## src/rtl/hcr_pkg.sv

```systemverilog
package hcr_pkg;

   localparam int unsigned PAYLOAD_W = 8;

   typedef enum logic [1:0] {
      RSP_IDLE = 2'd0,
      RSP_NAK  = 2'd1,
      RSP_DATA = 2'd2
   } rsp_e;

endpackage

```

## src/rtl/hcr_flag_bit.sv

```systemverilog
module hcr_flag_bit (
   input  logic clk,
   input  logic rst_n,
   input  logic flush_i,
   input  logic set_i,
   input  logic clr_i,
   output logic q_o
);

   logic q;

   // flush beats everything, a new event beats a clear
   always_ff @(posedge clk or negedge rst_n) begin
      if (!rst_n)       q <= 1'b0;
      else if (flush_i) q <= 1'b0;
      else if (set_i)   q <= 1'b1;
      else if (clr_i)   q <= 1'b0;
   end

   assign q_o = q;

endmodule

```

## src/rtl/hcr_clr_decode.sv

```systemverilog
module hcr_clr_decode #(
   parameter int unsigned NUM_CHG = 5,
   parameter int unsigned IDX_W   = 3
) (
   input  logic               clr_i,
   input  logic [IDX_W-1:0]   idx_i,
   output logic [NUM_CHG-1:0] mask_o
);

   for (genvar g = 0; g < NUM_CHG; g++) begin : g_dec
      assign mask_o[g] = clr_i && (idx_i == IDX_W'(g));
   end

endmodule

```

## src/rtl/hcr_resp.sv

```systemverilog
module hcr_resp
   import hcr_pkg::*;
#(
   parameter int unsigned FLAG_W    = 8,
   parameter bit          HOLD_DATA = 1'b1
) (
   input  logic              clk,
   input  logic              rst_n,
   input  logic              tok_i,
   input  logic              cfg_ok_i,
   input  logic [FLAG_W-1:0] flags_i,
   output logic              nak_o,
   output logic              dv_o,
   output logic [FLAG_W-1:0] data_o
);

   rsp_e rsp_d, rsp_q;
   logic any_set;

   assign any_set = |flags_i;

   always_comb begin
      rsp_d = RSP_IDLE;
      if (tok_i) begin
         if (cfg_ok_i && any_set) rsp_d = RSP_DATA;
         else                     rsp_d = RSP_NAK;
      end
   end

   always_ff @(posedge clk or negedge rst_n) begin
      if (!rst_n) rsp_q <= RSP_IDLE;
      else        rsp_q <= rsp_d;
   end

   assign nak_o = (rsp_q == RSP_NAK);
   assign dv_o  = (rsp_q == RSP_DATA);

   if (HOLD_DATA) begin : g_hold
      logic [FLAG_W-1:0] pay_q;
      always_ff @(posedge clk or negedge rst_n) begin
         if (!rst_n)                 pay_q <= '0;
         else if (rsp_d == RSP_DATA) pay_q <= flags_i;
      end
      assign data_o = pay_q;
   end else begin : g_gate
      logic [FLAG_W-1:0] pay_q;
      always_ff @(posedge clk or negedge rst_n) begin
         if (!rst_n) pay_q <= '0;
         else        pay_q <= (rsp_d == RSP_DATA) ? flags_i : '0;
      end
      assign data_o = pay_q;
   end

endmodule

```

## src/rtl/hub_chg_responder.sv

```systemverilog
module hub_chg_responder
   import hcr_pkg::*;
#(
   parameter int unsigned NUM_PORTS = 4,
   parameter int unsigned FLAG_W    = PAYLOAD_W,
   parameter bit          HOLD_DATA = 1'b1,
   localparam int unsigned NUM_CHG  = NUM_PORTS + 1,
   localparam int unsigned IDX_W    = (NUM_CHG > 1) ? $clog2(NUM_CHG) : 1
) (
   input  logic               clk,
   input  logic               rst_n,
   input  logic               bus_reset_i,
   input  logic               cfg_i,
   input  logic [NUM_CHG-1:0] evt_i,
   input  logic               in_tok_i,
   input  logic               clr_i,
   input  logic [IDX_W-1:0]   clr_idx_i,
   output logic               nak_o,
   output logic               dv_o,
   output logic [FLAG_W-1:0]  data_o
);

   if (NUM_PORTS < 1 || NUM_CHG > FLAG_W) begin : g_bad_cfg
      $error("hub_chg_responder: NUM_PORTS must be 1..FLAG_W-1");
   end

   logic               cfg_q;
   logic               deconf;
   logic               flush;
   logic               cfg_ok;
   logic [NUM_CHG-1:0] clr_mask;
   logic [NUM_CHG-1:0] chg_q;
   logic [FLAG_W-1:0]  flag_byte;

   always_ff @(posedge clk or negedge rst_n) begin
      if (!rst_n)           cfg_q <= 1'b0;
      else if (bus_reset_i) cfg_q <= 1'b0;
      else                  cfg_q <= cfg_i;
   end

   assign deconf = cfg_q & ~cfg_i;
   assign flush  = bus_reset_i | deconf;
   assign cfg_ok = cfg_i & ~bus_reset_i;

   hcr_clr_decode #(
      .NUM_CHG (NUM_CHG),
      .IDX_W   (IDX_W)
   ) u_dec (
      .clr_i  (clr_i),
      .idx_i  (clr_idx_i),
      .mask_o (clr_mask)
   );

   for (genvar g = 0; g < NUM_CHG; g++) begin : g_flag
      hcr_flag_bit u_bit (
         .clk     (clk),
         .rst_n   (rst_n),
         .flush_i (flush),
         .set_i   (evt_i[g]),
         .clr_i   (clr_mask[g]),
         .q_o     (chg_q[g])
      );
   end

   assign flag_byte = FLAG_W'(chg_q);

   hcr_resp #(
      .FLAG_W    (FLAG_W),
      .HOLD_DATA (HOLD_DATA)
   ) u_resp (
      .clk      (clk),
      .rst_n    (rst_n),
      .tok_i    (in_tok_i),
      .cfg_ok_i (cfg_ok),
      .flags_i  (flag_byte),
      .nak_o    (nak_o),
      .dv_o     (dv_o),
      .data_o   (data_o)
   );

endmodule

```

## config.mk

```make
export PLATFORM = sky130hd
export DESIGN_NAME = hub_chg_responder
export DESIGN_NICKNAME = d
export VERILOG_FILES = /design/src/rtl/hcr_pkg.sv /design/src/rtl/hcr_flag_bit.sv /design/src/rtl/hcr_clr_decode.sv /design/src/rtl/hcr_resp.sv /design/src/rtl/hub_chg_responder.sv
export SDC_FILE = /design/constraint.sdc
export NUM_CORES = 1
export LEC_CHECK = 0
export BUFFER_PORTS_ARGS = -buffer_cell sky130_fd_sc_hd__buf_2
export CORE_MARGIN = 2
export CORE_UTILIZATION = 40
export DETAILED_ROUTE_END_ITERATION = 10
export PLACE_DENSITY_LB_ADDON = 0.08
export SETUP_SLACK_MARGIN = 0.15
export SLEW_MARGIN = 0
export SYNTH_ARGS = -nofsm -noshare
export SYNTH_HDL_FRONTEND = slang
export SYNTH_SLANG_ARGS = --single-unit
```

## constraint.sdc

```tcl
create_clock -name clk -period 1.3 [get_ports clk]
set_input_delay 0.26 -clock clk [delete_from_list [all_inputs] [get_ports clk]]
set_output_delay 0.26 -clock clk [all_outputs]
set_load 0.02 [all_outputs]
```

# Yosys cells after proc, flatten, opt, wreduce, memory -nomap -nowiden
# Cells that the tools add are included.
[totals]
ff_bits = 13
input_bits = 14
[classes]
n_eq_ne = 7
mux = 18
n_bitwise = 5
n_reduce_logical = 13
[op_table]
columns = ["op", "n"]
rows = [
  ["$mux W1", 16],
  ["$reduce_bool A3 Y1", 5],
  ["$eq A3 B2 Y1 const B", 2],
  ["$logic_and A1 B1 Y1", 6],
  ["$reduce_or A5 Y1", 1],
  ["$eq A2 B2 Y1 const B", 2],
  ["$mux W2", 2],
  ["$eq A3 B1 Y1 const B", 1],
  ["$eq A3 B3 Y1 const B", 1],
  ["$logic_not A3 Y1", 1],
  ["$and A1 B1 Y1", 2],
  ["$eq A2 B1 Y1 const B", 1],
  ["$not A1 Y1", 2],
  ["$or A1 B1 Y1", 1],
]

# Longest topological paths before layout
[logic_depth]
ltp_word = 6
ltp_mapped = 4
ltp_nobuf = 3

# Cells and area by module
# From an unflattened synthesis, not the netlist that was laid out.
[hier_totals]
cells_unflattened = 58
area_unflattened_um2 = 723.2
[modules_own_cells]
columns = ["mod", "instances", "cells_each", "area_each_um2", "seq_area_each_um2"]
rows = [
  ["hcr_resp", 1, 28, 396.6, 250.2],
  ["hcr_flag_bit", 5, 4, 43.8, 25.0],
  ["hcr_clr_decode", 1, 5, 63.8, 0.0],
  ["hub_chg_responder", 1, 5, 43.8, 25.0],
]

# Worst setup path after synthesis
# Ideal clock, no wire load.
[synth_timing]
kind = "register to register"
from = "register g_flag[4].u_bit.q"
to = "register u_resp.g_hold.pay_q[0], in the netlist u_resp.data_o[0]"
arrival_time_ns = 1.225
path_slack_ns = 0.009
stages_incl_launch_ff = 4
synth_period_minus_slack_ns = 1.291
cell_sequence = "dfrtp_1 > or4_4 > o21ai_4 > a22o_1"
[synth_via]
elab_chain_len = 5
[synth_rtl]
columns = ["element", "line_no", "source"]
rows = [
  ["from (decl)", "hcr_flag_bit.sv:10", "logic q;"],
  ["from (signal assigned)", "hcr_flag_bit.sv:14", "if (!rst_n) q <= 1'b0;"],
  ["from (signal assigned)", "hcr_flag_bit.sv:15", "else if (flush_i) q <= 1'b0;"],
  ["from (signal assigned)", "hcr_flag_bit.sv:16", "else if (set_i) q <= 1'b1;"],
  ["$reduce_or A5 Y1", "hcr_resp.sv:20", "assign any_set = |flags_i;"],
  ["$logic_and A1 B1 Y1", "hcr_resp.sv:25", "if (cfg_ok_i && any_set) rsp_d = RSP_DATA;"],
  ["$mux W2", "hcr_resp.sv:25", ""],
  ["$mux W2", "hcr_resp.sv:24", "if (tok_i) begin"],
  ["$eq A2 B2 Y1", "hcr_resp.sv:42", "else if (rsp_d == RSP_DATA) pay_q <= flags_i;"],
  ["to (signal assigned)", "hcr_resp.sv:42", ""],
  ["to (decl)", "hcr_resp.sv:39", "logic [FLAG_W-1:0] pay_q;"],
]
# No other way between the ends.
# A chain may end at the register's enable or synchronous reset.

# Worst setup path after layout
[layout_timing]
from = "register g_flag[4].u_bit.q"
to = "register u_resp.g_hold.pay_q[1], in the netlist u_resp.data_o[1]"
# The elaborated chain is that of the path after synthesis.

==> impl_metrics.env <==
export IMPL_status="complete, but fails checks"
export IMPL_violations="negative setup slack"
export IMPL_clkLatencyLatePin_ns=0.27
export IMPL_netSwitchingFraction_pct=28.5
export IMPL_drt_iter0_drc=8
export IMPL_dpl_hpwl_um=843
export IMPL_synth_top_area_cell="dfrtp_1"
export IMPL_cpMaxStageDelayCell="or4_4"
export IMPL_n_fill_cell=125
export IMPL_power_switching_uw=266
export IMPL_comb_power_share_pct=22.6
export IMPL_worstPathRequired_ns=1.51
export IMPL_synth_warning_count=0
export IMPL_final_cell_mix="buf_2 (18), dfrtp_1 (13), a21oi_1 (5), a22o_1 (5)"
export IMPL_leakagePower_nw=0.407
export IMPL_final_common_cell="buf_2"
export IMPL_synthCells=50
export IMPL_io_pins=24
export IMPL_ant_nets=0
export IMPL_final_core_util_pct=58.5
export IMPL_antenna_cells=0
export IMPL_power_density_nw_per_um2=1210
export IMPL_yosysTopAreaCellShare_pct=56.4
export IMPL_crit_family="simple AND/OR/NAND/NOR gates"
export IMPL_grt_max_degree=14
export IMPL_die_h_um=42.0
export IMPL_die_area_um2=1760
export IMPL_setup_viol=6
export IMPL_gp_congestion=0.629
export IMPL_grt_ovfl_total=0
export IMPL_max_cap_violations=0
export IMPL_drt_wl_total_um=1090
export IMPL_fmax_ghz=0.745
export IMPL_grt_first_pass_wirelength_um=1970
export IMPL_rows=13
export IMPL_finalClockSkew_ns=0.00141
export IMPL_cp_max_fo=6
export IMPL_fp_dieW_um=42.0
export IMPL_grt_pass1_vias=459
export IMPL_start_util_pct=43.8
export IMPL_max_stage_delay_ns=0.55
export IMPL_drv_slew=0
export IMPL_grt_usage_pct=14.7
export IMPL_internal_power_uw=666
export IMPL_synth_seq_area_share_pct=56.4
export IMPL_ys_ff_latch=13
export IMPL_layout_setup_ws_ns=-0.0414
export IMPL_dr_pass1_iters=2
export IMPL_hold_path_class="in2reg"
export IMPL_nets=92
export IMPL_end_kind="register"
export IMPL_synth_ff_type="dfrtp_1"
export IMPL_drive_above_1_share_pct=40.3
export IMPL_synth_area_leaders="dfrtp_1 (56%), a22o_1 (7.6%), a21oi_1 (4.3%)"
export IMPL_drc=0
export IMPL_cts_setup_buffers=0
export IMPL_clkPwrFrac_pct=26.0
export IMPL_rsz0062_at_grt="yes"
export IMPL_crit_chain="or4_4 -> o21ai_4 -> a22o_1"
export IMPL_seqPwrFrac_pct=51.5
export IMPL_avgSynthCellArea_um2=11.5
export IMPL_viasPerCell=5.04
export IMPL_total_power_uw=931
export IMPL_num_vias=464
export IMPL_area_growth_pct=33.6
export IMPL_clock_path_buffers=2
export IMPL_period_share_pct=103
export IMPL_netlist_area_um2=577
export IMPL_wl_per_cell_um=11.8
export IMPL_critPathKind="reg2reg"
export IMPL_period_minus_slack_ns=1.34
export IMPL_synth_distinct_cells=20
export IMPL_synthArstFlopShare_pct=100
export IMPL_final_setup_tns_ns=-0.200
export IMPL_antenna_found_initial=0
export IMPL_cts_made_buffers=3
export IMPL_synth_edf_count=0
export IMPL_start_kind="register"
export IMPL_final_cells=92
export IMPL_cts_tree="built"
export IMPL_dp_cells=87
export IMPL_finalHoldViolations=0
export IMPL_cts_max_level=1
export IMPL_crit_buf_inv=0
export IMPL_arrival_ns=1.55
export IMPL_io_buffer_count=20
export IMPL_clkSinkCount=13
export IMPL_core_um2=1320
export IMPL_cts_root_buf="clkbuf_4"
export IMPL_vdd_drop_max_mv=0.524
export IMPL_clkTransAtPathRegs_ns=0.08
repair_timing:
action | 4_1_cts | 5_1_grt
resized for setup | 2 | 6
endpoints found under the hold margin | 13 | 0
hold buffers | 1 | 0
pin swaps | 3 | 1
endpoints found under the setup margin | 9 | 9
path summary, 6_finish.rpt:
check                      cells after the start                            start                               to  slack, ns
setup / recovery                               3  g_flag[4].u_bit.q_o$_DFFE_PN0P_     u_resp.data_o[1]$_DFFE_PN0N_      -0.04
hold / removal                                 2                      bus_reset_i                  cfg_q$_DFF_PN0_       0.18
setup reg to reg                               3  g_flag[4].u_bit.q_o$_DFFE_PN0P_     u_resp.data_o[1]$_DFFE_PN0N_      -0.04
hold reg to reg                                1     u_resp.data_o[3]$_DFFE_PN0N_     u_resp.data_o[3]$_DFFE_PN0N_       0.50
max in group asynchronous                      2                            rst_n        u_resp.rsp_q[0]$_DFF_PN0_       0.68
min in group asynchronous                      2                            rst_n  g_flag[4].u_bit.q_o$_DFFE_PN0P_       0.40
sequential cells by signal, indices dropped and copies added (netlist names):
signal and flops:
u_resp.data_o 5, cfg_q 1, u_resp.rsp_q 2, g_flag.u_bit.q_o 5
kinds of logic after synthesis:
kind of cell / share of synthesized area, %
AO/OA/AOI/OAI: 18.2
buffers and inverters: 6.51
other: 0.650
flip-flops: 56.4
AND/OR/NAND/NOR: 18.2
layout make-up:
type	instances	area, um2	area share [%]
well taps	15	18.8	2.44
clock buffers	4	26.3	3.41
inverters	3	11.3	1.46
multi-input cells	32	236	30.7
repair buffers	25	153	19.8
flip-flops and latches	13	325	42.2
cell usage after synthesis (2+ instances only):
| cell type | number |
|---|---|
| nand4bb_1 | 2 |
| a21oi_1 | 5 |
| nor2_1 | 4 |
| inv_1 | 3 |
| a22o_1 | 5 |
| nor2b_1 | 3 |
| buf_4 | 3 |
| dfrtp_1 | 13 |
power by group through the flow:
stage	clock network [mW]	registers, mW	logic (mW)
floorplan	0	0.517	0.0837
global placement	0	0.483	0.200
detailed placement	0	0.485	0.202
CTS	0.257	0.476	0.207
global route	0.273	0.484	0.230
finish	0.242	0.479	0.210
metrics by stage:
step / instance area, um2 / worst slack (ns) / hold WS, ns
finish: 771 / -0.0414 / 0.179
detailed placement: 707 / -0.0239 / 0.160
floorplan: 584 / 0.00894 / -0.0356
CTS: 748 / -0.0446 / 0.172
global route: 771 / -0.0847 / 0.181
global placement: 707 / -0.00109 / 0.156
layer usage:
layer  vias up  GRT usage, %  share of wire [%]
li1        227             -                  -
met1       218          18.1                 46
met2        19          24.4                 47
met3         0          3.88                6.2
met4         0          5.81                  0
met5         -             0                  0
No activity file was read; power rests on OpenSTA's default activity.
